File: src/rtl/ipc_flag_pkg.sv
package ipc_flag_pkg;
  localparam int unsigned REG_W      = 32;
  localparam int unsigned SRC_LSB    = 4;
  localparam int unsigned SRC_W      = REG_W - SRC_LSB;
  localparam int unsigned WORD_BYTES = 4;

  typedef enum logic [1:0] {
    BANK_NMI = 2'd0,
    BANK_GEN = 2'd1,
    BANK_ACK = 2'd2
  } bank_e;

  // Byte address of register idx inside bank b
  function automatic int unsigned reg_addr(bank_e b, int unsigned idx, int unsigned ncores);
    return (int'(b) * ncores + idx) * WORD_BYTES;
  endfunction

  // Next flag value given a set strobe, a clear strobe and the written field
  function automatic logic [SRC_W-1:0] flag_next(logic [SRC_W-1:0] cur,
                                                 logic [SRC_W-1:0] wfield,
                                                 logic set_en, logic clr_en);
    logic [SRC_W-1:0] nxt;
    nxt = cur;
    if (set_en) nxt = nxt | wfield;
    if (clr_en) nxt = nxt & ~wfield;
    return nxt;
  endfunction

  // Place the flags in a register word, reserved low bits zero
  function automatic logic [REG_W-1:0] pack_flags(logic [SRC_W-1:0] f);
    return {f, {SRC_LSB{1'b0}}};
  endfunction
endpackage

File: src/rtl/ipc_addr_decode.sv
module ipc_addr_decode
  import ipc_flag_pkg::*;
#(
  parameter int unsigned NUM_CORES = 4,
  parameter int unsigned ADDR_W    = 8
) (
  input  logic [ADDR_W-1:0]    addr,
  output logic [NUM_CORES-1:0] nmi_hit,
  output logic [NUM_CORES-1:0] gen_hit,
  output logic [NUM_CORES-1:0] ack_hit
);
  // exact compare, so misaligned and unmapped addresses hit nothing
  for (genvar i = 0; i < NUM_CORES; i++) begin : g_dec
    localparam logic [ADDR_W-1:0] NMI_A = ADDR_W'(reg_addr(BANK_NMI, unsigned'(i), NUM_CORES));
    localparam logic [ADDR_W-1:0] GEN_A = ADDR_W'(reg_addr(BANK_GEN, unsigned'(i), NUM_CORES));
    localparam logic [ADDR_W-1:0] ACK_A = ADDR_W'(reg_addr(BANK_ACK, unsigned'(i), NUM_CORES));
    assign nmi_hit[i] = (addr == NMI_A);
    assign gen_hit[i] = (addr == GEN_A);
    assign ack_hit[i] = (addr == ACK_A);
  end
endmodule

File: src/rtl/ipc_src_flags.sv
module ipc_src_flags
  import ipc_flag_pkg::*;
(
  input  logic             clk,
  input  logic             rst_n,
  input  logic             set_en,
  input  logic             clr_en,
  input  logic [SRC_W-1:0] wfield,
  output logic [SRC_W-1:0] flags
);

  always_ff @(posedge clk or negedge rst_n) begin
    if (!rst_n) flags <= '0;
    else        flags <= flag_next(flags, wfield, set_en, clr_en);
  end
endmodule

File: src/rtl/ipc_pulse_reg.sv
module ipc_pulse_reg #(
  parameter int unsigned N = 4
) (
  input  logic         clk,
  input  logic         rst_n,
  input  logic [N-1:0] strobe,
  output logic [N-1:0] pulse
);
  // one registered cycle per strobe cycle
  always_ff @(posedge clk or negedge rst_n) begin
    if (!rst_n) pulse <= '0;
    else        pulse <= strobe;
  end
endmodule

File: src/rtl/ipc_read_mux.sv
module ipc_read_mux
  import ipc_flag_pkg::*;
#(
  parameter int unsigned NUM_CORES = 4
) (
  input  logic                              clk,
  input  logic                              rst_n,
  input  logic                              rd_en,
  input  logic [NUM_CORES-1:0]              sel,
  input  logic [NUM_CORES-1:0][SRC_W-1:0]   flags,
  output logic [REG_W-1:0]                  rd_data
);
  logic [REG_W-1:0] word;

  always_comb begin
    word = '0;
    for (int i = 0; i < NUM_CORES; i++) begin
      if (sel[i]) word = word | pack_flags(flags[i]);
    end
  end

  // registered read, zero when idle
  always_ff @(posedge clk or negedge rst_n) begin
    if (!rst_n)     rd_data <= '0;
    else if (rd_en) rd_data <= word;
    else            rd_data <= '0;
  end
endmodule

File: src/rtl/ipc_flag_bank.sv
module ipc_flag_bank
  import ipc_flag_pkg::*;
#(
  parameter int unsigned NUM_CORES = 4,
  parameter int unsigned ADDR_W    = 8
) (
  input  logic                 clk,
  input  logic                 rst_n,
  input  logic [ADDR_W-1:0]    addr,
  input  logic                 wr_en,
  input  logic [REG_W-1:0]     wr_data,
  input  logic                 rd_en,
  output logic [REG_W-1:0]     rd_data,
  output logic [NUM_CORES-1:0] irq_pulse,
  output logic [NUM_CORES-1:0] nmi_pulse
);
  logic [NUM_CORES-1:0]            nmi_hit, gen_hit, ack_hit;
  logic [NUM_CORES-1:0]            gen_wr, ack_wr, nmi_wr;
  logic [NUM_CORES-1:0]            irq_strobe, nmi_strobe;
  logic [NUM_CORES-1:0]            pair_sel;
  logic [NUM_CORES-1:0][SRC_W-1:0] src_flags;
  logic [SRC_W-1:0]                wfield;
  logic                            trig_bit;

  assign wfield   = wr_data[REG_W-1:SRC_LSB];
  assign trig_bit = wr_data[0];

  ipc_addr_decode #(.NUM_CORES(NUM_CORES), .ADDR_W(ADDR_W)) u_dec (
    .addr(addr), .nmi_hit(nmi_hit), .gen_hit(gen_hit), .ack_hit(ack_hit)
  );

  assign gen_wr     = gen_hit & {NUM_CORES{wr_en}};
  assign ack_wr     = ack_hit & {NUM_CORES{wr_en}};
  assign nmi_wr     = nmi_hit & {NUM_CORES{wr_en}};
  assign irq_strobe = gen_wr & {NUM_CORES{trig_bit}};
  assign nmi_strobe = nmi_wr & {NUM_CORES{trig_bit}};
  assign pair_sel   = gen_hit | ack_hit;

  for (genvar i = 0; i < NUM_CORES; i++) begin : g_core
    ipc_src_flags u_flags (
      .clk(clk), .rst_n(rst_n),
      .set_en(gen_wr[i]), .clr_en(ack_wr[i]),
      .wfield(wfield), .flags(src_flags[i])
    );
  end

  ipc_pulse_reg #(.N(NUM_CORES)) u_irq (
    .clk(clk), .rst_n(rst_n), .strobe(irq_strobe), .pulse(irq_pulse)
  );

  ipc_pulse_reg #(.N(NUM_CORES)) u_nmi (
    .clk(clk), .rst_n(rst_n), .strobe(nmi_strobe), .pulse(nmi_pulse)
  );

  ipc_read_mux #(.NUM_CORES(NUM_CORES)) u_rd (
    .clk(clk), .rst_n(rst_n), .rd_en(rd_en), .sel(pair_sel),
    .flags(src_flags), .rd_data(rd_data)
  );
endmodule

File: config.mk
export PLATFORM = sky130hd
export DESIGN_NAME = ipc_flag_bank
export DESIGN_NICKNAME = d
export VERILOG_FILES = /design/src/rtl/ipc_flag_pkg.sv /design/src/rtl/ipc_addr_decode.sv /design/src/rtl/ipc_src_flags.sv /design/src/rtl/ipc_pulse_reg.sv /design/src/rtl/ipc_read_mux.sv /design/src/rtl/ipc_flag_bank.sv
export SDC_FILE = /design/constraint.sdc
export NUM_CORES = 1
export LEC_CHECK = 0
export BUFFER_PORTS_ARGS = -buffer_cell sky130_fd_sc_hd__clkbuf_2
export CAP_MARGIN = 25
export CORE_ASPECT_RATIO = 0.75
export CORE_MARGIN = 3
export CORE_UTILIZATION = 50
export DETAILED_ROUTE_END_ITERATION = 10
export PLACE_DENSITY = 0.8
export REMOVE_ABC_BUFFERS = 1
export SYNTH_ARGS = -nofsm -noshare
export SYNTH_HDL_FRONTEND = slang
export SYNTH_HIERARCHICAL = 1
export SYNTH_SLANG_ARGS = --single-unit
File: constraint.sdc
create_clock -name clk -period 1.1 [get_ports clk]
set_input_delay 0.055 -clock clk [delete_from_list [all_inputs] [get_ports clk]]
set_output_delay 0.055 -clock clk [all_outputs]
set_load 0.01 [all_outputs]
## Word-level counts from Yosys, hierarchy flattened

Index checks and enable logic that the tools add are counted.

| storage, ports and cells | value |
|---|---|
| bits in registers | 152 |
| logic and storage cells | 50 |

| cells by class | value |
|---|---|
| eq/ne operators | 11 |
| multiplexer cells | 13 |
| bitwise gates (word level) | 18 |
| reductions and logical operators | 1 |

Operators with widths:

| cell | number |
|---|---|
| $mux W28 | 8 |
| $mux W32 | 5 |
| $and A28 B28 Y28 | 4 |
| $or A28 B28 Y28 | 4 |
| $or A32 B32 Y32 | 3 |
| $eq A8 B5 Y1 const B | 4 |
| $eq A8 B6 Y1 const B | 4 |
| $not A28 Y28 | 1 |
| $and A4 B4 Y4 | 5 |
| $eq A8 B4 Y1 const B | 2 |
| $eq A8 B3 Y1 const B | 1 |
| $logic_not A8 Y1 | 1 |
| $or A4 B4 Y4 | 1 |

## Logic depth before layout (Yosys ltp)

Gate-level depths: netlist of the first run.

| depth | value |
|---|---|
| depth after elaboration | 10 |
| mapped depth | 7 |
| gate-level depth less buffers | 5 |

## Cells and area by module

The synthesis of the first run kept the hierarchy.

Modules (own cells, without submodules):

| module | times used | cells each | area each (um2) | seq. area each (um2) |
|---|---|---|---|---|
| ipc_src_flags | 4 | 90 | 1,212.4 | 700.7 |
| ipc_read_mux | 1 | 131 | 1,831.8 | 700.7 |
| ipc_pulse_reg | 2 | 4 | 100.1 | 100.1 |
| ipc_flag_bank | 1 | 21 | 151.4 | 0.0 |
| ipc_addr_decode | 1 | 19 | 138.9 | 0.0 |

## Least setup slack after synthesis of the first run

No wires, ideal clock.

| timing | value |
|---|---|
| path type | input-to-reg |
| from | input addr[5] |
| to | register u_rd.rd_data[11] |
| setup time | 73 ps |
| data arrival time | 1,304 ps |
| path slack | -277 ps |
| stages on the path | 7 |
| path buffers | 2 |
| cells stage by stage | or4b_4 > nor2_1 > or2_2 > buf_6 > buf_8 > a22oi_2 > a21boi_2 |

| between the ends | value |
|---|---|
| elaborated cells between the ends (all ways) | 17 |
| those cells by class | 8 x eq/ne; 5 x mux; 4 x bitwise |

RTL lines:

| what | line | text |
|---|---|---|
| from (decl) | ipc_flag_bank.sv:9 | `input logic [ADDR_W-1:0] addr,` |
| $eq A8 B5 Y1 * | ipc_addr_decode.sv:18 | `assign gen_hit[i] = (addr == GEN_A);` |
| via gen_hit[1] | ipc_flag_bank.sv:17 | `logic [NUM_CORES-1:0] nmi_hit, gen_hit, ack_hit;` |
| $or A4 B4 Y4 * | ipc_flag_bank.sv:37 | `assign pair_sel = gen_hit \| ack_hit;` |
| via pair_sel[1] | ipc_flag_bank.sv:20 | `logic [NUM_CORES-1:0] pair_sel;` |
| $mux W32 * | ipc_read_mux.sv:18 | `if (sel[i]) word = word \| pack_flags(flags[i]);` |
| $or A32 B32 Y32 | ipc_read_mux.sv:18 |  |
| $mux W32 * | ipc_read_mux.sv:18 |  |
| $or A32 B32 Y32 | ipc_read_mux.sv:18 |  |
| $mux W32 * | ipc_read_mux.sv:18 |  |
| $mux W32 * | ipc_read_mux.sv:25 | `else if (rd_en) rd_data <= word;` |
| to (signal assigned) | ipc_read_mux.sv:25 |  |
| to (decl) | ipc_read_mux.sv:11 | `output logic [REG_W-1:0] rd_data` |

Mark *: on every way through the listed nets, which the timed path passes. The rest lies on a longest branch.

## Worst setup path in the final report of the first run

| timing | value |
|---|---|
| from | input addr[5] |
| to | register g_core[1].u_flags.flags[4] |

| between the ends | value |
|---|---|
| cells in the longest elaborated chain, start to end | 5 |
| elaborated cells between the ends (all ways) | 7 |
| those cells by class | 2 x eq/ne; 2 x mux; 3 x bitwise |

Ends and longest elaborated chain:

| what | line | text |
|---|---|---|
| $eq A8 B5 Y1 * | ipc_addr_decode.sv:18 |  |
| via gen_hit[1] | ipc_flag_bank.sv:17 |  |
| $and A4 B4 Y4 * | ipc_flag_bank.sv:32 | `assign gen_wr = gen_hit & {NUM_CORES{wr_en}};` |
| via gen_wr[1] | ipc_flag_bank.sv:18 | `logic [NUM_CORES-1:0] gen_wr, ack_wr, nmi_wr;` |
| $mux W28 * | ipc_flag_pkg.sv:24 | `if (set_en) nxt = nxt \| wfield;` |
| $and A28 B28 Y28 | ipc_flag_pkg.sv:25 | `if (clr_en) nxt = nxt & ~wfield;` |
| $mux W28 * | ipc_flag_pkg.sv:25 |  |
| to (signal assigned) | ipc_src_flags.sv:14 | `else flags <= flag_next(flags, wfield, set_en, clr_en);` |
| to (decl) | ipc_src_flags.sv:9 | `output logic [SRC_W-1:0] flags` |

Marked as above.

==> impl_metrics.csv, run 1 <==
group,metric,value,unit
critical_path,path_buf_inv,2,
routing,drtAntennaViolNets,0,
critical_path,cp-end-kind,"flop",
critical_path,crit_path_top_delay_cell,"or4b_4",
synth,synth_enable_flop_cells,0,
synth,synth_ff_type,"dfrtp_1",
clocking,cts_tree,"built",
place,post-dp-hpwl,10600,um
power,p_per_area,1350,nW/um^2
critical_path,cp.arrival,1.67,ns
critical_path,cp_top_family,"simple AND/OR/NAND/NOR gates",
flow_run,drv_cap,0,
floorplanning,design.core.area,13900,um^2
global_routing,overflow,0,
global_routing,grt_util_all_layers,0.240,
final_layout,drive_gt1_frac,0.668,
clocking,htree_levels,4,
clocking,clk_path_buf_depth,2,
critical_path,worstSetupPathType,"input port to flop",
worst_hold_path,whs_path_depth,2,
sta,min_period,1.36,ns
synth,yosysSeqAreaShare,0.516,
sta,hold_ws,0.0379,ns
global_routing,grt_antenna_before_repair,0,
place,placed_cells,785,
clocking,cts_made_buffers,17,
final_layout,layout.cells.non_filler,853,
place,gp_congestion,0.829,
routing,vias,5202,
critical_path,crit_chain,"buf_6, or4b_4, nor2_4, and2_4, buf_12, a21oi_1, a21oi_1",
global_routing,grt-busiest-layer,"met2",
power,vdd_ir_drop_max,0.00102,V
floorplanning,initial_core_util,0.516,
sta,clock_skew,0.00710,ns
synth,syn_area_per_cell,13.3,um^2
routing,drtIter0Drc,451,
final_layout,regArea,3700,um^2
critical_path,cp_max_fo,7,
final_layout,nFillCells,886,
critical_path,cpPeakStageDelay,0.61,ns
sta,finalMaxSlewViolations,0,
floorplanning,die_w,144,um
clocking,cts_sinks,148,
final_layout,final_nets,709,
sta,rsz0062_at_grt,"true",
sta,worst_slack,-0.261,ns
global_routing,grtUsageMet2,0.410,
sta,setup_viol,140,
floorplanning,die_h,110,um
sta,max_freq,735,MHz
global_routing,met3_usage,0.0465,
final_layout,syn2layout_area_growth,34.4,%
final_layout,n_antenna_cell,0,
routing,wl_per_cell,24.3,um
routing,finalWirelength,20700,um
synth,yosysWarnings,6,
clocking,root_buffer,"clkbuf_16",
floorplanning,fp.dieArea,15800,um^2
place,portBuffers,76,
critical_path,startpoint_type,"input port",
outcome,status,"finished, violations left",
global_routing,grt_pass1_vias,5209,
sta,hold_viol_final,0,
clocking,clkLatencyLatePin,0.41,ns
synth,ys_seq_elements,148,
routing,drt-pass1-iter-count,5,
worst_hold_path,hold_class,"input port to flop",
synth,synthCells,539,
clocking,cts.clk_slew.worst_paths,0.06,ns
final_layout,multiInputGateArea,3550,um^2
global_routing,grt_pass1_wl,28800,um
power,p_leak,3.94,nW
floorplanning,ios,84,
outcome,violations,"setup timing",
critical_path,cp.depth,7,
synth,syn_area,7170,um^2
synth,yosysUniqueCellTypes,22,
global_routing,grt_util_met1,0.311,
critical_path,worstPathRequired,1.41,ns
critical_path,worstRegToRegCells,2,
synth,async_reset_ff_frac,1.00,
global_routing,grt_max_degree,56,
critical_path,cp_common_cell,"a21oi_1",
floorplanning,num_rows,37,
routing,drc,0,
sta,fin_crit_sh,1.24,
routing,vias_per_cell,6.10,
[cell usage after synthesis, types with 6 or more instances]
cell type / count / area (um^2)
nor2_1: 12 / 45.0
and2_2: 6 / 45.0
dfrtp_1: 148 / 3700
and3_2: 6 / 45.0
a21oi_2: 160 / 1400
buf_6: 19 / 214
buf_4: 8 / 60.1
a21oi_1: 64 / 320
a21boi_0: 7 / 52.6
a22oi_1: 14 / 105
a21boi_2: 21 / 236
buf_12: 10 / 200
a22oi_2: 42 / 526
[cells in the final DEF, fill, tap and decap left out, drive strengths merged]
master       Yosys  final
a22oi           56     56
conb             1      4
buf             43     53
and3             8      8
nand4bb          1      1
or4              2      2
dfrtp          148    148
clkinv           0      5
and2             8      8
a21oi          224    224
clkbuf           0     98
nor2            12     12
or2              4      4
a21boi          28     28
or4b             4      4
bufinv           0      4
dlygate4sd3      0     15
clkinvlp         0      4
[per-stage QoR]
stage               worst slack, ns  utilization  TNS [ns]  area, um^2  total power [mW]
detailed placement           -0.624        0.562    -68.39        7810              6.68
finish                       -0.261        0.694    -18.61        9640              13.0
global placement             -0.515        0.562    -62.94        7810              6.63
global route                 -0.291        0.694    -20.63        9640              13.4
CTS                          -0.103        0.640     -5.18        8890              12.8
floorplan                    -0.831            -    -82.40        6640              6.18
[repair_timing]
action | in CTS | in global routing
gates cloned | 5 | 5
gates resized for setup | 38 | 100
hold endpoints to repair | 199 | 0
setup buffers | 5 | 7
pin swaps | 6 | 17
hold buffers | 15 | 0
setup endpoints to repair | 140 | 140
[per-layer routing]
| layer | routed length (um) | up-vias |
|---|---|---|
| li1 | - | 2255 |
| met2 | 10500 | 216 |
| met3 | 1110 | 59 |
| met5 | 0 | - |
| met4 | 633 | 0 |
| met1 | 8440 | 2672 |
[logic make-up after synthesis]
kind of cell | Yosys count | share of synthesized area
AO/OA/AOI/OAI | 308 | 0.368
flip-flops | 148 | 0.516
buffers and inverters | 43 | 0.0759
AND/OR/NAND/NOR | 39 | 0.0389
other | 1 | 0.000523
[layout make-up]
class	instances	area share
flip-flops and latches	148	0.384
multi-input cells	351	0.369
repair buffers	147	0.160
clock buffers	19	0.0460
well taps	175	0.0227
clock inverters	13	0.0190
[path summary, 6_finish.rpt]
kind / to / slack (ns) / from
worst max register to register: u_rd/rd_data[8]$_DFF_PN0_ / 0.14 / g_core[2].u_flags/flags[4]$_DFF_PN0_
worst min-delay path: g_core[0].u_flags/flags[5]$_DFF_PN0_ / 0.04 / wr_data[9]
min in group asynchronous: u_rd/rd_data[13]$_DFF_PN0_ / 0.09 / rst_n
max in group asynchronous: g_core[0].u_flags/flags[11]$_DFF_PN0_ / 0.40 / rst_n
worst max-delay path: g_core[1].u_flags/flags[4]$_DFF_PN0_ / -0.26 / addr[5]
worst min register to register: g_core[2].u_flags/flags[5]$_DFF_PN0_ / 0.53 / g_core[2].u_flags/flags[5]$_DFF_PN0_
[worst register-to-register path, delay by kind of cell (launching register included)]
kind,cells,cell delay [ns]
AO/OA/AOI/OAI,2,0.40
flip-flops,1,0.44
[state kept, by name, indices dropped and copies added, names as in the netlist]
| name | cells |
|---|---|
| g_core.u_flags/flags | 112 |
| u_rd/rd_data | 28 |
| u_irq/pulse | 4 |
| u_nmi/pulse | 4 |
[power by group]
part	leakage (nW)	switching, mW	internal [mW]
Combinational	1.60	0.605	0.384
Clock	0.295	2.31	3.85
Sequential	2.05	0.220	5.64
Total	3.94	3.14	9.88
No activity file was read; power rests on OpenSTA's default activity.
==> run 2, diff against run 1 <==
PLACE_DENSITY = 0.83   (was 0.8)
clock period = 1.15 ns   (was 1.1 ns; I/O delays follow)
==> run 2 against run 1 <==
Against the previous run: the flow still finishes with violations (setup timing); clock power down 12%; via count up 4.0%; total power down 7.3%; die area unchanged; worst hold slack worse by 0.0033 ns.
==> impl_metrics.csv, run 2 (synthesis gave the netlist of run 1 again) <==
group,metric,value,unit
critical_path,cpPeakStageDelay,0.61,ns
sta,max_freq,790,MHz
routing,wl_per_cell,24.2,um
routing,drc,0,
global_routing,grt_antenna_before_repair,0,
final_layout,final_common_cell,"a21oi_2",
final_layout,regArea,3700,um^2
floorplanning,die_w,144,um
floorplanning,fp.dieArea,15800,um^2
sta,fin_crit_sh,1.10,
final_layout,nFillCells,867,
clocking,cts.clk_slew.worst_paths,0.07,ns
sta,worst_slack,-0.115,ns
worst_hold_path,hold_class,"input port to flop",
floorplanning,initial_core_util,0.516,
final_layout,n_antenna_cell,0,
routing,drtIter0Drc,445,
critical_path,worstSetupPathType,"input port to flop",
routing,drtAntennaViolNets,0,
final_layout,final_cell_mix,"a21oi_2 (154), dfrtp_1 (148), clkbuf_2 (72), a21oi_4 (60), a22oi_2 (43)",
final_layout,syn2layout_area_growth,36.8,%
sta,setup_tns,-5.13,ns
critical_path,crit_chain,"buf_6, or4b_4, nor2_4, and2_4, buf_12, a21oi_2, a21oi_1",
final_layout,largestRegisters,"g_core.u_flags/flags: 112 flops, u_rd/rd_data: 28 flops",
place,gp_congestion,0.789,
clocking,cts_sinks,148,
floorplanning,num_rows,37,
clocking,root_buffer,"clkbuf_16",
final_layout,fin_util,0.706,
power,p_per_area,1230,nW/um^2
sta,setup_viol,126,
outcome,status,"finished, violations left",
critical_path,cp-end-kind,"flop",
final_layout,finalInstanceArea,9810,um^2
power,total_power,12.1,mW
sta,min_period,1.27,ns
sta,clock_skew,0.00453,ns
place,post_dp_cell_area,7990,um^2
final_layout,final_nets,729,
power,vdd_ir_drop_max,0.00116,V
critical_path,cp.arrival,1.60,ns
routing,vias,5408,
final_layout,multiInputGateArea,3660,um^2
critical_path,crit_path_top_delay_cell,"or4b_4",
sta,hold_ws,0.0346,ns
clocking,clk_path_buf_depth,2,
critical_path,worstPathRequired,1.49,ns
sta,finalMaxSlewViolations,0,
place,post-dp-hpwl,11300,um
global_routing,grt_util_all_layers,0.239,
clocking,cts_tree,"built",
floorplanning,die_h,110,um
outcome,violations,"setup timing",
global_routing,overflow,0,
final_layout,top_register,"g_core.u_flags/flags",
floorplanning,ios,84,
global_routing,grt_pass1_wl,29000,um
sta,hold_viol_final,0,
clocking,clkLatencyLatePin,0.42,ns
global_routing,grt_max_degree,39,
place,post-place-ws,-0.588,ns
place,portBuffers,76,
global_routing,grt_pass1_vias,5515,
power,p_leak,4.03,nW
place,placed_cells,804,
routing,vias_per_cell,6.19,
floorplanning,design.core.area,13900,um^2
routing,finalWirelength,21200,um
critical_path,cp_max_fo,5,
critical_path,startpoint_type,"input port",
final_layout,layout.cells.non_filler,873,
final_layout,largest_reg_flops,112,
clocking,cts_made_buffers,17,
routing,drt-pass1-iter-count,6,
sta,rsz0062_at_grt,"true",
clocking,htree_levels,4,
flow_run,drv_cap,0,
final_layout,drive_gt1_frac,0.698,
## run 2: power by group
group / switching (mW) / internal, mW
Sequential: 0.217 / 5.40
Clock: 2.41 / 3.03
Combinational: 0.611 / 0.404
## run 2: critical path, delay by kind of cell
kind            cells  cell delay (ns)
simple gates        3             1.03
buf+inv             2             0.27
compound gates      2             0.23
## run 2: per-layer routing
layer / track usage / share of wire
met1: 0.314 / 0.42
met2: 0.392 / 0.50
met3: 0.0600 / 0.056
met4: 0.0719 / 0.024
met5: 0 / 0
## run 2: what timing repair did
item | in CTS | in global routing
setup buffers | 3 | 2
pin swaps | 2 | 19
setup endpoints to repair | 132 | 128
endpoints found under the hold margin | 234 | 0
hold buffers | 23 | 0
resized for setup | 29 | 130
cloned | 2 | 7
## run 2: area by class of cell
cell class,count,share of cell area
repair buffers,167,0.169
clock buffers,17,0.0434
clock inverters,15,0.0149
multi-input cells,351,0.373
flip-flops and latches,148,0.377
well taps,175,0.0223
## run 2: path summary, 6_finish.rpt
check                      slack (ns)                             startpoint                                     to  depth (start not counted)
setup reg to reg                 0.24   g_core[0].u_flags/flags[5]$_DFF_PN0_              u_rd/rd_data[9]$_DFF_PN0_                          2
setup / recovery                -0.12                                addr[6]   g_core[3].u_flags/flags[4]$_DFF_PN0_                          7
min in group asynchronous        0.12                                  rst_n   g_core[0].u_flags/flags[0]$_DFF_PN0_                          2
hold / removal                   0.03                            wr_data[14]  g_core[2].u_flags/flags[10]$_DFF_PN0_                          2
hold reg to reg                  0.53  g_core[3].u_flags/flags[27]$_DFF_PN0_  g_core[3].u_flags/flags[27]$_DFF_PN0_                          2
max in group asynchronous        0.48                                  rst_n   g_core[1].u_flags/flags[0]$_DFF_PN0_                          3
==> run 3, diff against run 2 <==
CELL_PAD_IN_SITES_DETAIL_PLACEMENT = 2   (was default)
CELL_PAD_IN_SITES_GLOBAL_PLACEMENT = 2   (was default)
CORE_UTILIZATION = 37   (was 50)
PLACE_DENSITY = 0.87   (was 0.83)
==> run 3 against run 2 <==
Against the previous run: first-iteration DRC count fell by 20%; cell area is 4.7% lower; clock power fell by 1%; routed wire length grew 29%; critical endpoint is now u_rd/rd_data[4]$_DFF_PN0_; flip-flop and latch count unchanged; largest power group unchanged; die area grew 33%; count of clock-buffer cells in the layout increased by 2; maximum frequency down 6.6%; the flow still finishes with violations (setup timing); clock skew grew 0.0042 ns.
==> impl_metrics.csv, run 3 (synthesis gave the netlist of run 1 again) <==
group,metric,value,unit
power,vdd_ir_drop_max,0.00107,V
outcome,status,"finished, violations left",
global_routing,grt_max_degree,44,
global_routing,grt_antenna_before_repair,0,
critical_path,worstSetupPathType,"input port to flop",
critical_path,regToRegEndpoint,"u_rd/rd_data[4]$_DFF_PN0_",
power,total_power,12.0,mW
routing,drt-pass1-iter-count,5,
power,p_leak,3.74,nW
sta,rsz0062_at_grt,"true",
power,sequentialPowerShare,0.469,
critical_path,cp.arrival,1.71,ns
global_routing,overflow,0,
routing,wl_per_cell,30.0,um
floorplanning,num_rows,43,
critical_path,startpoint_type,"input port",
sta,fin_crit_sh,1.18,
clocking,cts_made_buffers,17,
floorplanning,initial_core_util,0.382,
place,gp_congestion,0.810,
routing,vias_per_cell,5.78,
power,combPwrFrac,0.084,
place,placed_cells,853,
critical_path,cp_max_fo,14,
critical_path,r2r-start,"g_core[0].u_flags/flags[0]$_DFF_PN0_",
critical_path,worstRegToRegCells,2,
final_layout,largest_reg_flops,112,
global_routing,grt_pass1_vias,6057,
final_layout,final_common_cell,"a21oi_2",
floorplanning,design.core.area,18800,um^2
global_routing,grtUsageMet2,0.433,
flow_run,drv_cap,0,
clocking,htree_levels,4,
power,p_per_area,1280,nW/um^2
place,portBuffers,76,
final_layout,largestRegisters,"g_core.u_flags/flags: 112 flops, u_rd/rd_data: 28 flops",
power,p_int,8.77,mW
power,switching_power,3.22,mW
floorplanning,fp.dieArea,21100,um^2
final_layout,n_antenna_cell,0,
final_layout,final_cell_mix,"a21oi_2 (167), dfrtp_1 (148), clkbuf_2 (73), a22oi_2 (50), a21oi_4 (38)",
clocking,clkLatencyLatePin,0.43,ns
routing,vias,5245,
place,post-dp-hpwl,14300,um
sta,clock_skew,0.00873,ns
critical_path,critPathCapture,"u_rd/rd_data[4]$_DFF_PN0_",
routing,drc,0,
floorplanning,die_w,167,um
sta,setup_viol,140,
power,p_sw_frac,0.268,
final_layout,final_nets,693,
sta,hold_viol_final,0,
clocking,clk_path_buf_depth,2,
final_layout,top_register,"g_core.u_flags/flags",
global_routing,grt_pass1_wl,38900,um
final_layout,syn2layout_area_growth,30.4,%
global_routing,grt_util_met1,0.293,
power,clkPwrFrac,0.447,
clocking,cts.clk_slew.worst_paths,0.07,ns
global_routing,met3_usage,0.0455,
routing,drtIter0Drc,358,
critical_path,cp-end-kind,"flop",
clocking,cts_tree,"built",
sta,worst_slack,-0.205,ns
final_layout,drive_gt1_frac,0.687,
outcome,violations,"setup timing",
sta,setup_tns,-11.62,ns
floorplanning,ios,84,
final_layout,layout.cells.non_filler,908,
global_routing,grt_util_all_layers,0.245,
clocking,root_buffer,"clkbuf_16",
routing,drtAntennaViolNets,0,
critical_path,critPathLaunch,"addr[5]",
routing,finalWirelength,27200,um
sta,hold_ws,0.0245,ns
final_layout,nFillCells,1736,
clocking,cts_sinks,148,
sta,max_freq,738,MHz
worst_hold_path,hold_class,"input port to flop",
critical_path,r2r_setup_slack,0.15,ns
sta,finalMaxSlewViolations,0,
critical_path,worstPathRequired,1.50,ns
global_routing,grt-busiest-layer,"met2",
sta,min_period,1.36,ns
floorplanning,die_h,127,um
-- run 3: cell count changes in the layout (fill, tap and decap cells not counted), moves of 4 or more --
| cell | previous run | this run |
|---|---|---|
| a22oi_1 | 13 | 6 |
| buf_4 | 28 | 4 |
| clkinv_4 | 5 | 1 |
| a21oi_4 | 60 | 38 |
| buf_12 | 27 | 31 |
| inv_6 | 5 | 1 |
| buf_6 | 8 | 3 |
| clkbuf_16 | 24 | 20 |
| dlygate4sd3_1 | 23 | 17 |
| clkinvlp_4 | 1 | 6 |
| a21oi_2 | 154 | 167 |
| a22oi_2 | 43 | 50 |
| a21oi_1 | 10 | 19 |
-- run 3: timing repair --
item                       4_1_cts  5_1_grt
resized for setup               67       59
hold buffers                    17        0
hold endpoints to repair       199        0
setup buffers                    3        1
setup endpoints to repair      140      140
pin swaps                        7       13
cloned                           2        3
-- run 3: critical path, cell delays in order --
cell and delay (ns):
buf_6 0.10, or4b_4 0.63, nor2_4 0.18, or2_4 0.22, buf_12 0.18, a22oi_1 0.15
a21boi_1 0.19
-- run 3: final cells by class --
type / count / area [um^2] / share of cell area
flip-flops and latches: 148 / 3700 / 0.396
clock buffers: 19 / 443 / 0.0473
well taps: 247 / 309 / 0.0330
clock inverters: 12 / 108 / 0.0115
repair buffers: 131 / 1290 / 0.138
multi-input cells: 351 / 3500 / 0.374
-- run 3: worst min-delay path by stage --
stage	end	depth (start not counted)	startpoint	slack, ns
final	g_core[3].u_flags/flags[12]$_DFF_PN0_	2	wr_data[16]	0.02
after global routing	g_core[2].u_flags/flags[20]$_DFF_PN0_	2	wr_data[24]	0.05
after CTS	g_core[3].u_flags/flags[12]$_DFF_PN0_	2	wr_data[16]	0.007
after detailed placement	g_core[3].u_flags/flags[11]$_DFF_PN0_	1	rst_n	-0.02
after global placement	g_core[2].u_flags/flags[19]$_DFF_PN0_	1	rst_n	-0.02
after floorplan	g_core[0].u_flags/flags[0]$_DFF_PN0_	0	rst_n	-0.24
-- run 3: per-stage QoR --
step / area (um^2) / util / setup WS (ns)
after floorplan: 6640 / - / -0.784
after global placement: 7920 / 0.422 / -0.485
after detailed placement: 7920 / 0.422 / -0.667
after CTS: 9000 / 0.480 / -0.0893
after global routing: 9360 / 0.498 / -0.203
final: 9360 / 0.498 / -0.205
-- run 3: per-layer routing --
| metal | part of all wire | vias to the layer above |
|---|---|---|
| li1 | - | 2216 |
| met5 | 0 | - |
| met2 | 0.52 | 173 |
| met4 | 0.039 | 0 |
| met1 | 0.40 | 2776 |
| met3 | 0.037 | 80 |
-- run 3: power groups by stage --
| stage | clock network, mW | logic, mW | registers (mW) |
|---|---|---|---|
| 2_1_floorplan | 0 | 0.291 | 5.62 |
| 3_5_place_dp | 0 | 0.808 | 5.66 |
| 5_1_grt | 5.73 | 1.10 | 5.63 |
| 4_1_cts | 5.39 | 0.919 | 5.58 |
| 3_3_place_gp | 0 | 0.724 | 5.63 |
| 6_report | 5.36 | 1.01 | 5.62 |
